<file path="src/rtl/xirq_pkg.sv">
package xirq_pkg;

  localparam int PINS_PER_REG = 4;
  localparam int SLOT_W       = 8;
  localparam int REG_W        = PINS_PER_REG * SLOT_W;

  // bit positions inside one pin byte
  localparam int B_EN   = 0;
  localparam int B_CLR  = 1;
  localparam int B_SNS  = 2;
  localparam int B_LVL  = 3;
  localparam int B_BOTH = 4;
  localparam int B_PEND = 5;

  typedef struct packed {
    logic bothEdge;
    logic levelSel;
    logic sense;
    logic enable;
  } pinCfg_t;

  // strobes from control to datapath, one per pin
  typedef struct packed {
    logic load;
    logic clr;
  } pinStrb_t;

  typedef enum logic [2:0] {
    TRIG_LVL_LOW,
    TRIG_LVL_HIGH,
    TRIG_FALL,
    TRIG_RISE,
    TRIG_BOTH
  } trigMode_e;

  localparam pinCfg_t CFG_RESET = '{bothEdge: 1'b0, levelSel: 1'b1, sense: 1'b0, enable: 1'b0};

  function automatic trigMode_e decodeMode(pinCfg_t c);
    if (c.bothEdge)      return TRIG_BOTH;
    else if (c.levelSel) return c.sense ? TRIG_LVL_HIGH : TRIG_LVL_LOW;
    else                 return c.sense ? TRIG_RISE : TRIG_FALL;
  endfunction

  function automatic logic isLevelMode(pinCfg_t c);
    return c.levelSel && !c.bothEdge;
  endfunction

endpackage

</file>
<file path="src/rtl/xirq_sync.sv">
module xirq_sync #(
  parameter int WIDTH  = 6,
  parameter int STAGES = 2
) (
  input  logic             clk,
  input  logic             rstN,
  input  logic [WIDTH-1:0] asyncIn,
  output logic [WIDTH-1:0] syncOut
);

  logic [WIDTH-1:0] stageQ [STAGES];

  genvar s;
  generate
    for (s = 0; s < STAGES; s++) begin : g_stage
      if (s == 0) begin : g_first
        always_ff @(posedge clk or negedge rstN) begin
          if (!rstN) stageQ[0] <= '0;
          else       stageQ[0] <= asyncIn;
        end
      end else begin : g_rest
        always_ff @(posedge clk or negedge rstN) begin
          if (!rstN) stageQ[s] <= '0;
          else       stageQ[s] <= stageQ[s-1];
        end
      end
    end
  endgenerate

  assign syncOut = stageQ[STAGES-1];

endmodule

</file>
<file path="src/rtl/xirq_ctrl.sv">
module xirq_ctrl
  import xirq_pkg::*;
#(
  parameter int NUM_PINS = 6,
  parameter int SEL_W    = 2
) (
  input  logic                      cfgWe,
  input  logic [SEL_W-1:0]          cfgSel,
  input  logic [REG_W-1:0]          cfgWdata,
  output logic [REG_W-1:0]          cfgRdata,
  output pinStrb_t [NUM_PINS-1:0]   strb,
  output pinCfg_t  [NUM_PINS-1:0]   newCfg,
  input  pinCfg_t  [NUM_PINS-1:0]   curCfg,
  input  logic     [NUM_PINS-1:0]   pendQ
);

  localparam int NUM_REGS = (NUM_PINS + PINS_PER_REG - 1) / PINS_PER_REG;

  function automatic logic [REG_W-1:0] usedMask();
    logic [REG_W-1:0] m = '0;
    for (int k = 0; k < PINS_PER_REG; k++) begin
      m[k*SLOT_W + B_EN]   = 1'b1;
      m[k*SLOT_W + B_CLR]  = 1'b1;
      m[k*SLOT_W + B_SNS]  = 1'b1;
      m[k*SLOT_W + B_LVL]  = 1'b1;
      m[k*SLOT_W + B_BOTH] = 1'b1;
    end
    return m;
  endfunction

  localparam logic [REG_W-1:0] USED_BITS = usedMask();

  // write decode: one load/clear strobe pair per pin
  genvar p;
  generate
    for (p = 0; p < NUM_PINS; p++) begin : g_dec
      localparam int REG_IDX = p / PINS_PER_REG;
      localparam int SLOT    = p % PINS_PER_REG;
      logic [SLOT_W-1:0] slotData;
      logic              regHit;

      assign slotData        = cfgWdata[SLOT*SLOT_W +: SLOT_W];
      assign regHit          = cfgWe && (cfgSel == SEL_W'(REG_IDX));
      assign strb[p].load    = regHit;
      assign strb[p].clr     = regHit && slotData[B_CLR];
      assign newCfg[p].bothEdge = slotData[B_BOTH];
      assign newCfg[p].levelSel = slotData[B_LVL];
      assign newCfg[p].sense    = slotData[B_SNS];
      assign newCfg[p].enable   = slotData[B_EN];
    end
  endgenerate

  // bits of the write word that no pin consumes
  logic unusedWr;
  assign unusedWr = ^(cfgWdata & ~USED_BITS);

  // read mux: clear bit and spare bits always read zero
  always_comb begin
    cfgRdata = '0;
    for (int q = 0; q < NUM_PINS; q++) begin
      if (cfgSel == SEL_W'(q / PINS_PER_REG)) begin
        cfgRdata[(q % PINS_PER_REG)*SLOT_W +: SLOT_W] =
          {2'b00, pendQ[q], curCfg[q].bothEdge, curCfg[q].levelSel,
           curCfg[q].sense, 1'b0, curCfg[q].enable};
      end
    end
    if (32'(cfgSel) >= NUM_REGS) cfgRdata = '0;
  end

endmodule

</file>
<file path="src/rtl/xirq_datapath.sv">
module xirq_datapath
  import xirq_pkg::*;
#(
  parameter int NUM_PINS    = 6,
  parameter int SYNC_STAGES = 2
) (
  input  logic                    clk,
  input  logic                    rstN,
  input  logic     [NUM_PINS-1:0] extPin,
  input  pinStrb_t [NUM_PINS-1:0] strb,
  input  pinCfg_t  [NUM_PINS-1:0] newCfg,
  output pinCfg_t  [NUM_PINS-1:0] curCfg,
  output logic     [NUM_PINS-1:0] pendQ,
  output logic     [NUM_PINS-1:0] irqReq
);

  logic [NUM_PINS-1:0] pinSync;
  logic [NUM_PINS-1:0] pinPrev;

  xirq_sync #(.WIDTH(NUM_PINS), .STAGES(SYNC_STAGES)) u_sync (
    .clk     (clk),
    .rstN    (rstN),
    .asyncIn (extPin),
    .syncOut (pinSync)
  );

  always_ff @(posedge clk or negedge rstN) begin
    if (!rstN) pinPrev <= '0;
    else       pinPrev <= pinSync;
  end

  genvar p;
  generate
    for (p = 0; p < NUM_PINS; p++) begin : g_pin
      pinCfg_t   cfgQ;
      trigMode_e mode;
      logic      riseEvt, fallEvt, edgeEvt, liveHit, latchQ, lvlMode;

      always_ff @(posedge clk or negedge rstN) begin
        if (!rstN)             cfgQ <= CFG_RESET;
        else if (strb[p].load) cfgQ <= newCfg[p];
      end

      assign riseEvt = pinSync[p] & ~pinPrev[p];
      assign fallEvt = ~pinSync[p] & pinPrev[p];

      always_comb begin
        mode    = decodeMode(cfgQ);
        lvlMode = (mode == TRIG_LVL_LOW) || (mode == TRIG_LVL_HIGH);
        unique case (mode)
          TRIG_RISE: edgeEvt = riseEvt;
          TRIG_FALL: edgeEvt = fallEvt;
          TRIG_BOTH: edgeEvt = riseEvt | fallEvt;
          default:   edgeEvt = 1'b0;
        endcase
        liveHit = (pinSync[p] == cfgQ.sense);
      end

      // new event outranks a same-cycle clear
      always_ff @(posedge clk or negedge rstN) begin
        if (!rstN)        latchQ <= 1'b0;
        else if (lvlMode) latchQ <= 1'b0;
        else              latchQ <= (latchQ & ~strb[p].clr) | edgeEvt;
      end

      assign curCfg[p] = cfgQ;
      assign pendQ[p]  = lvlMode ? liveHit : latchQ;
      assign irqReq[p] = cfgQ.enable & pendQ[p];
    end
  endgenerate

endmodule

</file>
<file path="src/rtl/xirq_trigger_top.sv">
module xirq_trigger_top
  import xirq_pkg::*;
#(
  parameter int NUM_PINS    = 6,
  parameter int SEL_W       = 2,
  parameter int SYNC_STAGES = 2
) (
  input  logic                clk,
  input  logic                rstN,
  input  logic                cfgWe,
  input  logic [SEL_W-1:0]    cfgSel,
  input  logic [31:0]         cfgWdata,
  output logic [31:0]         cfgRdata,
  input  logic [NUM_PINS-1:0] extPin,
  output logic [NUM_PINS-1:0] irqReq
);

  pinStrb_t [NUM_PINS-1:0] strb;
  pinCfg_t  [NUM_PINS-1:0] newCfg;
  pinCfg_t  [NUM_PINS-1:0] curCfg;
  logic     [NUM_PINS-1:0] pendQ;

  xirq_ctrl #(.NUM_PINS(NUM_PINS), .SEL_W(SEL_W)) u_ctrl (
    .cfgWe    (cfgWe),
    .cfgSel   (cfgSel),
    .cfgWdata (cfgWdata),
    .cfgRdata (cfgRdata),
    .strb     (strb),
    .newCfg   (newCfg),
    .curCfg   (curCfg),
    .pendQ    (pendQ)
  );

  xirq_datapath #(.NUM_PINS(NUM_PINS), .SYNC_STAGES(SYNC_STAGES)) u_dp (
    .clk    (clk),
    .rstN   (rstN),
    .extPin (extPin),
    .strb   (strb),
    .newCfg (newCfg),
    .curCfg (curCfg),
    .pendQ  (pendQ),
    .irqReq (irqReq)
  );

endmodule

</file>
<file path="config.mk">
export PLATFORM = sky130hd
export DESIGN_NAME = xirq_trigger_top
export DESIGN_NICKNAME = d
export VERILOG_FILES = /design/src/rtl/xirq_pkg.sv /design/src/rtl/xirq_sync.sv /design/src/rtl/xirq_ctrl.sv /design/src/rtl/xirq_datapath.sv /design/src/rtl/xirq_trigger_top.sv
export SDC_FILE = /design/constraint.sdc
export NUM_CORES = 1
export LEC_CHECK = 0
export BUFFER_PORTS_ARGS = -buffer_cell sky130_fd_sc_hd__buf_2
export CORE_UTILIZATION = 43
export DETAILED_ROUTE_END_ITERATION = 10
export PLACE_DENSITY_LB_ADDON = 0.25
export SYNTH_ARGS = -nofsm -noshare
export SYNTH_HDL_FRONTEND = slang
export SYNTH_HIERARCHICAL = 1
export SYNTH_SLANG_ARGS = --single-unit
</file>
<file path="constraint.sdc">
create_clock -name clk -period 1.3 [get_ports clk]
set_input_delay 0.13 -clock clk [delete_from_list [all_inputs] [get_ports clk]]
set_output_delay 0.13 -clock clk [all_outputs]
set_load 0.005 [all_outputs]
</file>
==> metrics.csv, run 1 <==
stage,metric,value,unit
status,status,"finished, violations left",
status,violations,negative setup slack,
die,die_height,82.5,um
worst_setup_path,crit_arrival,1.53,ns
die,ioPinCount,81,
worst_setup_path,slowest_delay,0.57,ns
cts,cts_tree,yes,
placement,io_buffer_count,56,
cells_and_area,drive_gt1_share,39.5,%
logic_synthesis,synth.avg_cell_area,10.8,um^2
logic_synthesis,syn_area,2790,um^2
cells_and_area,diodes,0,
sta,whs,0.0458,ns
logic_synthesis,ys_warn_count,6,
cts,clkTransAtPathRegs,0.10,ns
power_and_ir_drop,vdd_drop_max,0.000734,V
global_route,track_usage,16.4,%
routing,routed_wl,5.10,mm
worst_setup_path,cp_max_fo,2,
die,core,6100,um^2
global_route,grt_max_degree,49,
routing,drtIter0Drc,82,
sta,fin_skew,0.0121,ns
routing,drtAntennaViolNets,0,
cells_and_area,final_area,3420,um^2
cts,insertion_delay,0.30,ns
cells_and_area,nets,373,
global_route,grt_overflow_total,0,
die,die_area,6810,um^2
sta,fmax,602,MHz
worst_setup_path,timing.rr.end,u_dp/g_pin[5].latchQ,
global_route,antenna_found_initial,0,
min_path,whs_path_depth,2,
routing,post_drt_via_cell_ratio,4.66,
worst_setup_path,worst-path-buf-inv,1,
cts,root_buffer,clkbuf_8,
worst_setup_path,cp_slowest_cell,dfstp_2,
cts,h-tree-depth,2,
worst_setup_path,crit_type,reg -> out,
cts,clockBufferDepth,2,
min_path,hold_class,in -> reg,
worst_setup_path,ff2ff_path_depth,6,
sta,drv_slew,0,
logic_synthesis,synth-seq-cells,48,
logic_synthesis,yosysUniqueCellTypes,28,
sta,finalSetupViolCount,13,
placement,place_congestion,0.718,
sta,rsz0062_at_grt,true,
routing,post_drt_wl_per_cell,12.9,um
logic_synthesis,syn_inst,259,
global_route,grt_pass1_vias,1831,
sta,finalWorstSetupSlack,-0.362,ns
cts,cts-buffers-inserted,5,
sta,min_period,1.66,ns
flow_run,cap_violations,0,
cells_and_area,syn_to_final_growth,22.6,%
sta,fin_crit_sh,128,%
min_path,hold_path_end,u_dp/curCfg[10],
worst_setup_path,required,1.17,ns
min_path,hp-start,cfgWdata[19],
routing,drc_errors,0,
power_and_ir_drop,p_total,4540,uW
routing,vias,1836,
worst_setup_path,crit_family,flip-flops,
die,initial_core_util,45.7,%
routing,drt_pass1_iterations,4,
worst_setup_path,setup.worst_path.start_class,register,
worst_setup_path,rr_startpoint,u_dp/u_sync/syncOut[5],
logic_synthesis,synth-seq-area-share,43.4,%
placement,dpl_cell_area,2990,um^2
power_and_ir_drop,power_density,1330,nW/um^2
placement,dp_slack,-0.0315,ns
worst_setup_path,cp_cell_sequence,"nand2b_4, mux2_4, mux2i_1, nor2_1, buf_2",
power_and_ir_drop,p_leak,0.00175,uW
worst_setup_path,endpoint_kind,output port,
placement,dp_hpwl,3.56,mm
die,row_count,28,
global_route,grt_pass1_wl,8.20,mm
worst_setup_path,reg2reg_slack,0.11,ns
sta,hold_viol_final,0,
cts,cts_sinks,48,
die,die_w,82.5,um
==> synthesized netlist by cell type <==
master,number,area share [%]
mux2_1,24,9.7
dfstp_2,6,5.7
ha_1,12,5.4
nand2b_4,2,0.99
conb_1,1,0.13
nor2_2,1,0.22
and3_1,4,0.90
nor2_1,16,2.2
and2_1,11,2.5
a21oi_1,6,1.1
o21ai_1,10,1.8
mux2i_1,16,5.7
nand3_1,4,0.72
mux2_4,2,1.1
and3b_2,1,0.36
and4b_2,2,0.81
and2_4,2,0.63
buf_6,1,0.40
o31ai_1,4,1.1
dfrtp_1,42,38
nand2b_1,4,0.90
xor2_1,4,1.3
inv_1,16,2.2
nand2_1,10,1.3
xnor2_1,2,0.63
buf_4,49,13
nor2b_1,6,1.3
buf_2,1,0.18
==> where the power goes <==
group / internal, uW / total, uW / switching, uW
Sequential: 1770 / 1980 / 219
Combinational: 854 / 1470 / 618
Clock: 570 / 1080 / 511
Total: 3190 / 4540 / 1350
==> kinds of logic after synthesis <==
family                     Yosys count  share of synthesized area [%]
AOI/OAI and AO/OA                   20                           3.95
xor gates and xnor gates             6                           1.89
adders and majority gates           12                           5.39
buffers and inverters               67                           15.9
DFF                                 48                           43.4
muxes                               42                           16.5
other                                1                          0.135
and+or+nand+nor                     63                           12.8
==> state kept, by name (all words and copies together), names as in the netlist <==
| name | flops |
|---|---|
| u_dp/u_sync/syncOut | 6 |
| u_dp/u_sync/stageQ | 6 |
| u_dp/curCfg | 24 |
| u_dp/g_pin.latchQ | 6 |
| u_dp/pinPrev | 6 |
==> cells in the final DEF, fill, tap and decap left out, drive strengths merged, types with 7 or more instances in the layout <==
cell type and count:
mux2 26, mux2i 16, dfrtp 42, dlygate4sd3 7, and2 13, nor2 17
conb 12, nand2 10, o21ai 10, ha 12, inv 16, buf 85
==> area by class of cell <==
type | instances | area (um^2)
Sequential cell | 48 | 1210
Multi-Input combinational cell | 155 | 1280
Clock inverter | 3 | 42.5
Timing Repair Buffer | 92 | 659
Tap cell | 75 | 93.8
Fill cell | 549 | 2680
Clock buffer | 5 | 68.8
Inverter | 16 | 60.1
==> timing repair <==
action                                 CTS  global route
endpoints found under the hold margin   48             0
pin swaps                                8             7
setup endpoints to repair               12            17
gates resized for setup                 19            15
buffers inserted                         6             5
hold buffers                             7             0
==> per-layer routing <==
layer  wire, um  up-vias  share of wire [%]  global-route usage, %
met4         27        0               0.53                   4.66
met2       2460       53                 48                   28.0
met3        298        2                5.8                   4.84
met5          0        -                  0                      0
met1       2310      875                 45                   20.1
li1           -      906                  -                      -
==> worst max path at each step <==
stage	from	to	slack [ns]	cells past startpoint
floorplan	u_dp/curCfg[18]	cfgRdata[5]	0.11	4
global placement	u_dp/curCfg[18]	cfgRdata[5]	-0.01	5
detailed placement	u_dp/curCfg[18]	cfgRdata[5]	-0.03	5
CTS	u_dp/curCfg[18]	cfgRdata[5]	-0.39	5
global route	u_dp/curCfg[18]	cfgRdata[5]	-0.45	5
finish	u_dp/curCfg[18]	cfgRdata[5]	-0.36	5
==> per-stage QoR <==
| stage | instances | TNS, ns | util, % |
|---|---|---|---|
| 2_1_floorplan | 270 | 0 | - |
| 3_3_place_gp | 369 | -0.0145 | 49.0 |
| 3_5_place_dp | 369 | -0.0315 | 49.0 |
| 4_1_cts | 390 | -2.65 | 54.4 |
| 5_1_grt | 394 | -3.72 | 56.1 |
| 6_report | 394 | -2.52 | 56.1 |
(Power assumes the default switching activity.)
==> inputs of run 2 (changes only) <==
--- a/config.mk
+++ b/config.mk
@@ -6,7 +6,7 @@
 export NUM_CORES = 1
 export LEC_CHECK = 0
 export BUFFER_PORTS_ARGS = -buffer_cell sky130_fd_sc_hd__buf_2
-export CORE_UTILIZATION = 43
+export CORE_UTILIZATION = 52
 export DETAILED_ROUTE_END_ITERATION = 10
 export PLACE_DENSITY_LB_ADDON = 0.25
 export SYNTH_ARGS = -nofsm -noshare
==> metrics.csv, run 2 (synthesis gave the netlist of run 1 again) <==
stage,metric,value,unit
sta,fmax,603,MHz
worst_setup_path,required,1.17,ns
min_path,hp-start,cfgWdata[24],
global_route,antenna_found_initial,0,
cells_and_area,fin_cells,394,
die,initial_core_util,54.2,%
routing,vias,1866,
sta,hold_viol_final,0,
sta,rsz0062_at_grt,true,
flow_run,cap_violations,0,
sta,finalSetupViolCount,15,
placement,place_congestion,0.744,
cells_and_area,post-route-util,67.4,%
routing,post_drt_wl_per_cell,13.1,um
die,row_count,26,
worst_setup_path,crit_family,flip-flops,
routing,routed_wl,5.15,mm
placement,dp.cells,363,
placement,dp_slack,-0.0212,ns
worst_setup_path,cp_cell_sequence,"nand2b_4, mux2_4, mux2i_1, nor2_1, buf_2",
cells_and_area,multi_input_area,1300,um^2
global_route,grt_pass1_vias,1749,
cells_and_area,final_area,3460,um^2
worst_setup_path,crit_type,reg -> out,
cells_and_area,fill_cells,410,
die,core,5140,um^2
routing,drt_pass1_iterations,4,
global_route,grt_pass1_wl,8.22,mm
status,violations,negative setup slack,
cts,clockBufferDepth,2,
cells_and_area,regArea,1210,um^2
sta,min_period,1.66,ns
worst_setup_path,rr_startpoint,u_dp/curCfg[21],
cells_and_area,nets,378,
worst_setup_path,worst-path-buf-inv,1,
status,status,"finished, violations left",
worst_setup_path,endpoint_kind,output port,
cts,root_buffer,clkbuf_8,
sta,fin_crit_sh,128,%
sta,drv_slew,0,
cts,cts_sinks,48,
cells_and_area,drive_gt1_share,41.7,%
global_route,grt_overflow_total,0,
cells_and_area,final_cell_mix,"buf_2 (51), dfrtp_1 (40), mux2_1 (23)",
placement,dp_hpwl,3.50,mm
worst_setup_path,crit_arrival,1.53,ns
min_path,hold_class,in -> reg,
routing,post_drt_via_cell_ratio,4.74,
die,die_area,5660,um^2
cells_and_area,diodes,0,
global_route,track_usage,19.8,%
cts,cts_tree,yes,
routing,drtIter0Drc,66,
cts,h-tree-depth,2,
placement,io_buffer_count,56,
worst_setup_path,setup.worst_path.start_class,register,
power_and_ir_drop,p_leak,0.00178,uW
power_and_ir_drop,power_density,1290,nW/um^2
placement,dpl_cell_area,2970,um^2
sta,totalNegativeSetupSlack,-2.67,ns
cts,clkTransAtPathRegs,0.09,ns
cts,insertion_delay,0.30,ns
cells_and_area,syn_to_final_growth,24.3,%
cells_and_area,layout_commonest_cell,buf_2,
worst_setup_path,startpoint,u_dp/curCfg[18],
power_and_ir_drop,vdd_drop_max,0.000896,V
worst_setup_path,cp_slowest_cell,dfstp_2,
routing,drtAntennaViolNets,0,
sta,finalWorstSetupSlack,-0.358,ns
die,die_w,75.2,um
die,ioPinCount,81,
global_route,grt_max_degree,49,
sta,fin_skew,0.00741,ns
worst_setup_path,cp_max_fo,2,
cts,cts-buffers-inserted,5,
cells_and_area,largest_reg_flops,24,
die,die_height,75.2,um
routing,drc_errors,0,
worst_setup_path,slowest_delay,0.56,ns
[run 2: cell types whose count changed in the layout (fill, tap and decap cells not counted), sizes merged]
cell	delta
clkinvlp	-1
clkinv	+1
bufinv	-1
buf	+5
clkbuf	+1
[run 2: final timing paths]
check	to	slack [ns]	cells past startpoint
hold reg to reg	u_dp/u_sync/syncOut[2]	0.35	0
setup reg to reg	u_dp/g_pin[5].latchQ	0.03	6
hold / removal	u_dp/curCfg[12]	0.05	2
setup / recovery	cfgRdata[5]	-0.36	5
max in group asynchronous	u_dp/curCfg[10]	0.67	3
min in group asynchronous	u_dp/g_pin[2].latchQ	0.33	3
[run 2: cell type report]
cell class / count / area share [%]
Sequential cell: 48 / 35.0
Inverter: 16 / 1.73
Multi-Input combinational cell: 155 / 37.5
Timing Repair Buffer: 97 / 20.6
Clock inverter: 2 / 0.289
Tap cell: 70 / 2.53
Clock buffer: 6 / 2.38
[run 2: layer usage]
| layer | GRT usage [%] | vias up | routed length [um] |
|---|---|---|---|
| met4 | 6.58 | 0 | 83 |
| met3 | 4.95 | 9 | 255 |
| met2 | 31.9 | 50 | 2510 |
| met1 | 26.4 | 890 | 2300 |
| met5 | 0 | - | 0 |
| li1 | - | 917 | - |
[run 2: worst reg2reg max path: cells and delay by family, from the launching register on]
| kind | cells | cell delay [ns] |
|---|---|---|
| buffers and inverters | 4 | 0.46 |
| DFF | 1 | 0.43 |
| muxes | 1 | 0.18 |
| AOI/OAI and AO/OA | 1 | 0.09 |
[run 2: power breakdown]
part           leakage [uW]  switching, uW  internal, uW
sequential         0.000553            211          1770
combinational       0.00118            659           924
clock             0.0000510            491           425
[run 2: stage by stage]
step,hold WS (ns),power [uW]
detailed placement,0.137,3150
CTS,0.0328,4280
floorplan,-0.166,2760
global route,0.0361,4790
finish,0.0452,4470
global placement,0.134,3120
[run 2: repair_timing]
action / CTS / global route
pin swaps: 7 / 7
endpoints found under the setup margin: 12 / 18
endpoints found under the hold margin: 48 / 0
resized for setup: 14 / 29
hold buffers: 7 / 0
gates cloned: 0 / 0
setup buffers: 8 / 8
==> inputs of run 3 (changes only) <==
==> constraint.sdc (replaced) <==
create_clock -name clk -period 1.8 [get_ports clk]
set_input_delay 0.18 -clock clk [delete_from_list [all_inputs] [get_ports clk]]
set_output_delay 0.18 -clock clk [all_outputs]
set_load 0.02 [all_outputs]
==> metrics.csv, run 3 (synthesis gave the netlist of run 1 again) <==
stage,metric,value,unit
worst_setup_path,timing.rr.end,u_dp/g_pin[0].latchQ,
cts,insertion_delay,0.29,ns
worst_setup_path,rr_startpoint,u_dp/u_sync/syncOut[0],
cells_and_area,layout_commonest_cell,buf_2,
sta,fin_crit_sh,95.8,%
worst_setup_path,required,1.62,ns
cells_and_area,largest_reg_flops,24,
flow_run,cap_violations,0,
min_path,hold_class,in -> reg,
die,die_w,75.2,um
min_path,whs_path_depth,2,
die,initial_core_util,54.2,%
die,core,5140,um^2
cells_and_area,fill_cells,486,
power_and_ir_drop,power_density,967,nW/um^2
die,row_count,26,
cells_and_area,drive_gt1_share,28.1,%
cts,h-tree-depth,2,
status,status,"finished, final reports clean",
die,die_area,5660,um^2
placement,dp_hpwl,3.31,mm
cells_and_area,diodes,0,
worst_setup_path,cp_max_fo,3,
global_route,grt_overflow_total,0,
power_and_ir_drop,vdd_drop_max,0.000803,V
routing,post_drt_wl_per_cell,12.5,um
cts,clockBufferDepth,2,
cts,root_buffer,clkbuf_8,
worst_setup_path,crit_arrival,1.54,ns
worst_setup_path,reg2reg_slack,0.70,ns
routing,drtIter0Drc,83,
sta,max_slew_margin,59.9,%
sta,totalNegativeSetupSlack,0,ns
routing,post_drt_via_cell_ratio,4.74,
routing,drt_pass1_iterations,4,
power_and_ir_drop,p_leak,0.00156,uW
global_route,grt_pass1_wl,7.40,mm
sta,rsz0062_at_grt,false,
routing,vias,1730,
placement,place_congestion,0.731,
cts,cts_tree,yes,
min_path,hp-start,cfgWdata[20],
cts,cts_sinks,48,
sta,fmax,580,MHz
sta,hold_viol_final,0,
cts,cts_resized,0,
cells_and_area,final_cell_mix,"buf_2 (56), dfrtp_1 (42), mux2_1 (24)",
routing,drtAntennaViolNets,0,
worst_setup_path,ff2ff_path_depth,5,
global_route,grt_max_degree,49,
power_and_ir_drop,p_total,2920,uW
global_route,grt_pass1_vias,1615,
global_route,antenna_found_initial,0,
sta,drv_slew,0,
cts,clkTransAtPathRegs,0.08,ns
die,die_height,75.2,um
sta,min_period,1.72,ns
routing,routed_wl,4.58,mm
sta,worst_slew_pin_slew,0.601,ns
cts,cts-buffers-inserted,5,
sta,fin_skew,0.00415,ns
worst_setup_path,setup.worst_path.start_class,register,
global_route,track_usage,18.2,%
cells_and_area,final_area,3020,um^2
sta,finalSetupViolCount,0,
min_path,hold_path_end,u_dp/curCfg[11],
routing,drc_errors,0,
placement,dpl_cell_area,2860,um^2
die,ioPinCount,81,
cells_and_area,nets,350,
placement,io_buffer_count,56,
worst_setup_path,crit_type,reg -> out,
worst_setup_path,endpoint_kind,output port,
cells_and_area,syn_to_final_growth,8.21,%
==> run 3: cell count changes in the layout (fill, tap and decap cells not counted), moves of 3 or more <==
cell,delta
buf_6,-19
buf_4,-13
buf_2,+5
nand2b_1,+4
nand2b_4,-4
o31ai_1,+4
and2_1,+3
and2_4,-3
o31ai_4,-3
xor2_1,+3
xor2_2,-3
==> run 3: routing by layer <==
layer	wire [um]	GRT usage [%]	vias up	part of all wire, %
li1	-	-	859	-
met1	2190	24.4	817	48
met2	2130	29.0	49	47
met3	188	4.42	5	4.1
met4	63	6.17	0	1.4
met5	0	0	-	0
==> run 3: what timing repair did <==
action	4_1_cts	5_1_grt
setup buffers	0	1
endpoints found under the setup margin	0	1
hold endpoints to repair	48	0
hold buffers	7	0
==> run 3: final cells by class <==
cell class | instances | area, um^2 | share of cell area, %
repair buffers | 69 | 408 | 13.5
flip-flops and latches | 48 | 1210 | 40.1
clock buffers | 7 | 76.3 | 2.53
well taps | 70 | 87.6 | 2.90
inverters | 16 | 60.1 | 1.99
multi-input cells | 155 | 1180 | 39.0
==> run 3: per-stage QoR <==
| stage | worst slack [ns] | util (%) | std cells | hold slack, ns |
|---|---|---|---|---|
| 2_1_floorplan | 0.413 | - | 270 | -0.116 |
| 3_3_place_gp | 0.399 | 55.7 | 350 | 0.288 |
| 3_5_place_dp | 0.383 | 55.7 | 350 | 0.289 |
| 4_1_cts | 0.0534 | 58.5 | 364 | 0.0840 |
| 5_1_grt | 0.000836 | 58.7 | 365 | 0.0898 |
| 6_report | 0.0760 | 58.7 | 365 | 0.0973 |
==> run 3: power breakdown <==
group	leakage [uW]	switching [uW]	internal (uW)
sequential	0.000555	160	1270
clock	0.0000383	324	268
combinational	0.000970	471	419
==> run 3: worst max-delay path by stage <==
stage | from | to | slack [ns]
2_1_floorplan | u_dp/curCfg[22] | irqReq[5] | 0.41
3_3_place_gp | u_dp/curCfg[18] | cfgRdata[5] | 0.40
3_5_place_dp | u_dp/curCfg[18] | cfgRdata[5] | 0.38
4_1_cts | u_dp/curCfg[18] | cfgRdata[5] | 0.05
5_1_grt | u_dp/curCfg[19] | cfgRdata[5] | 0.0008
6_report | u_dp/curCfg[18] | cfgRdata[5] | 0.08
==> run 3: critical path, stage by stage (launching register included) <==
cell and delay [ns]:
dfstp_2 0.57, nand2b_4 0.06, mux2_4 0.30, mux2i_1 0.13, nor2_1 0.05, buf_2 0.15
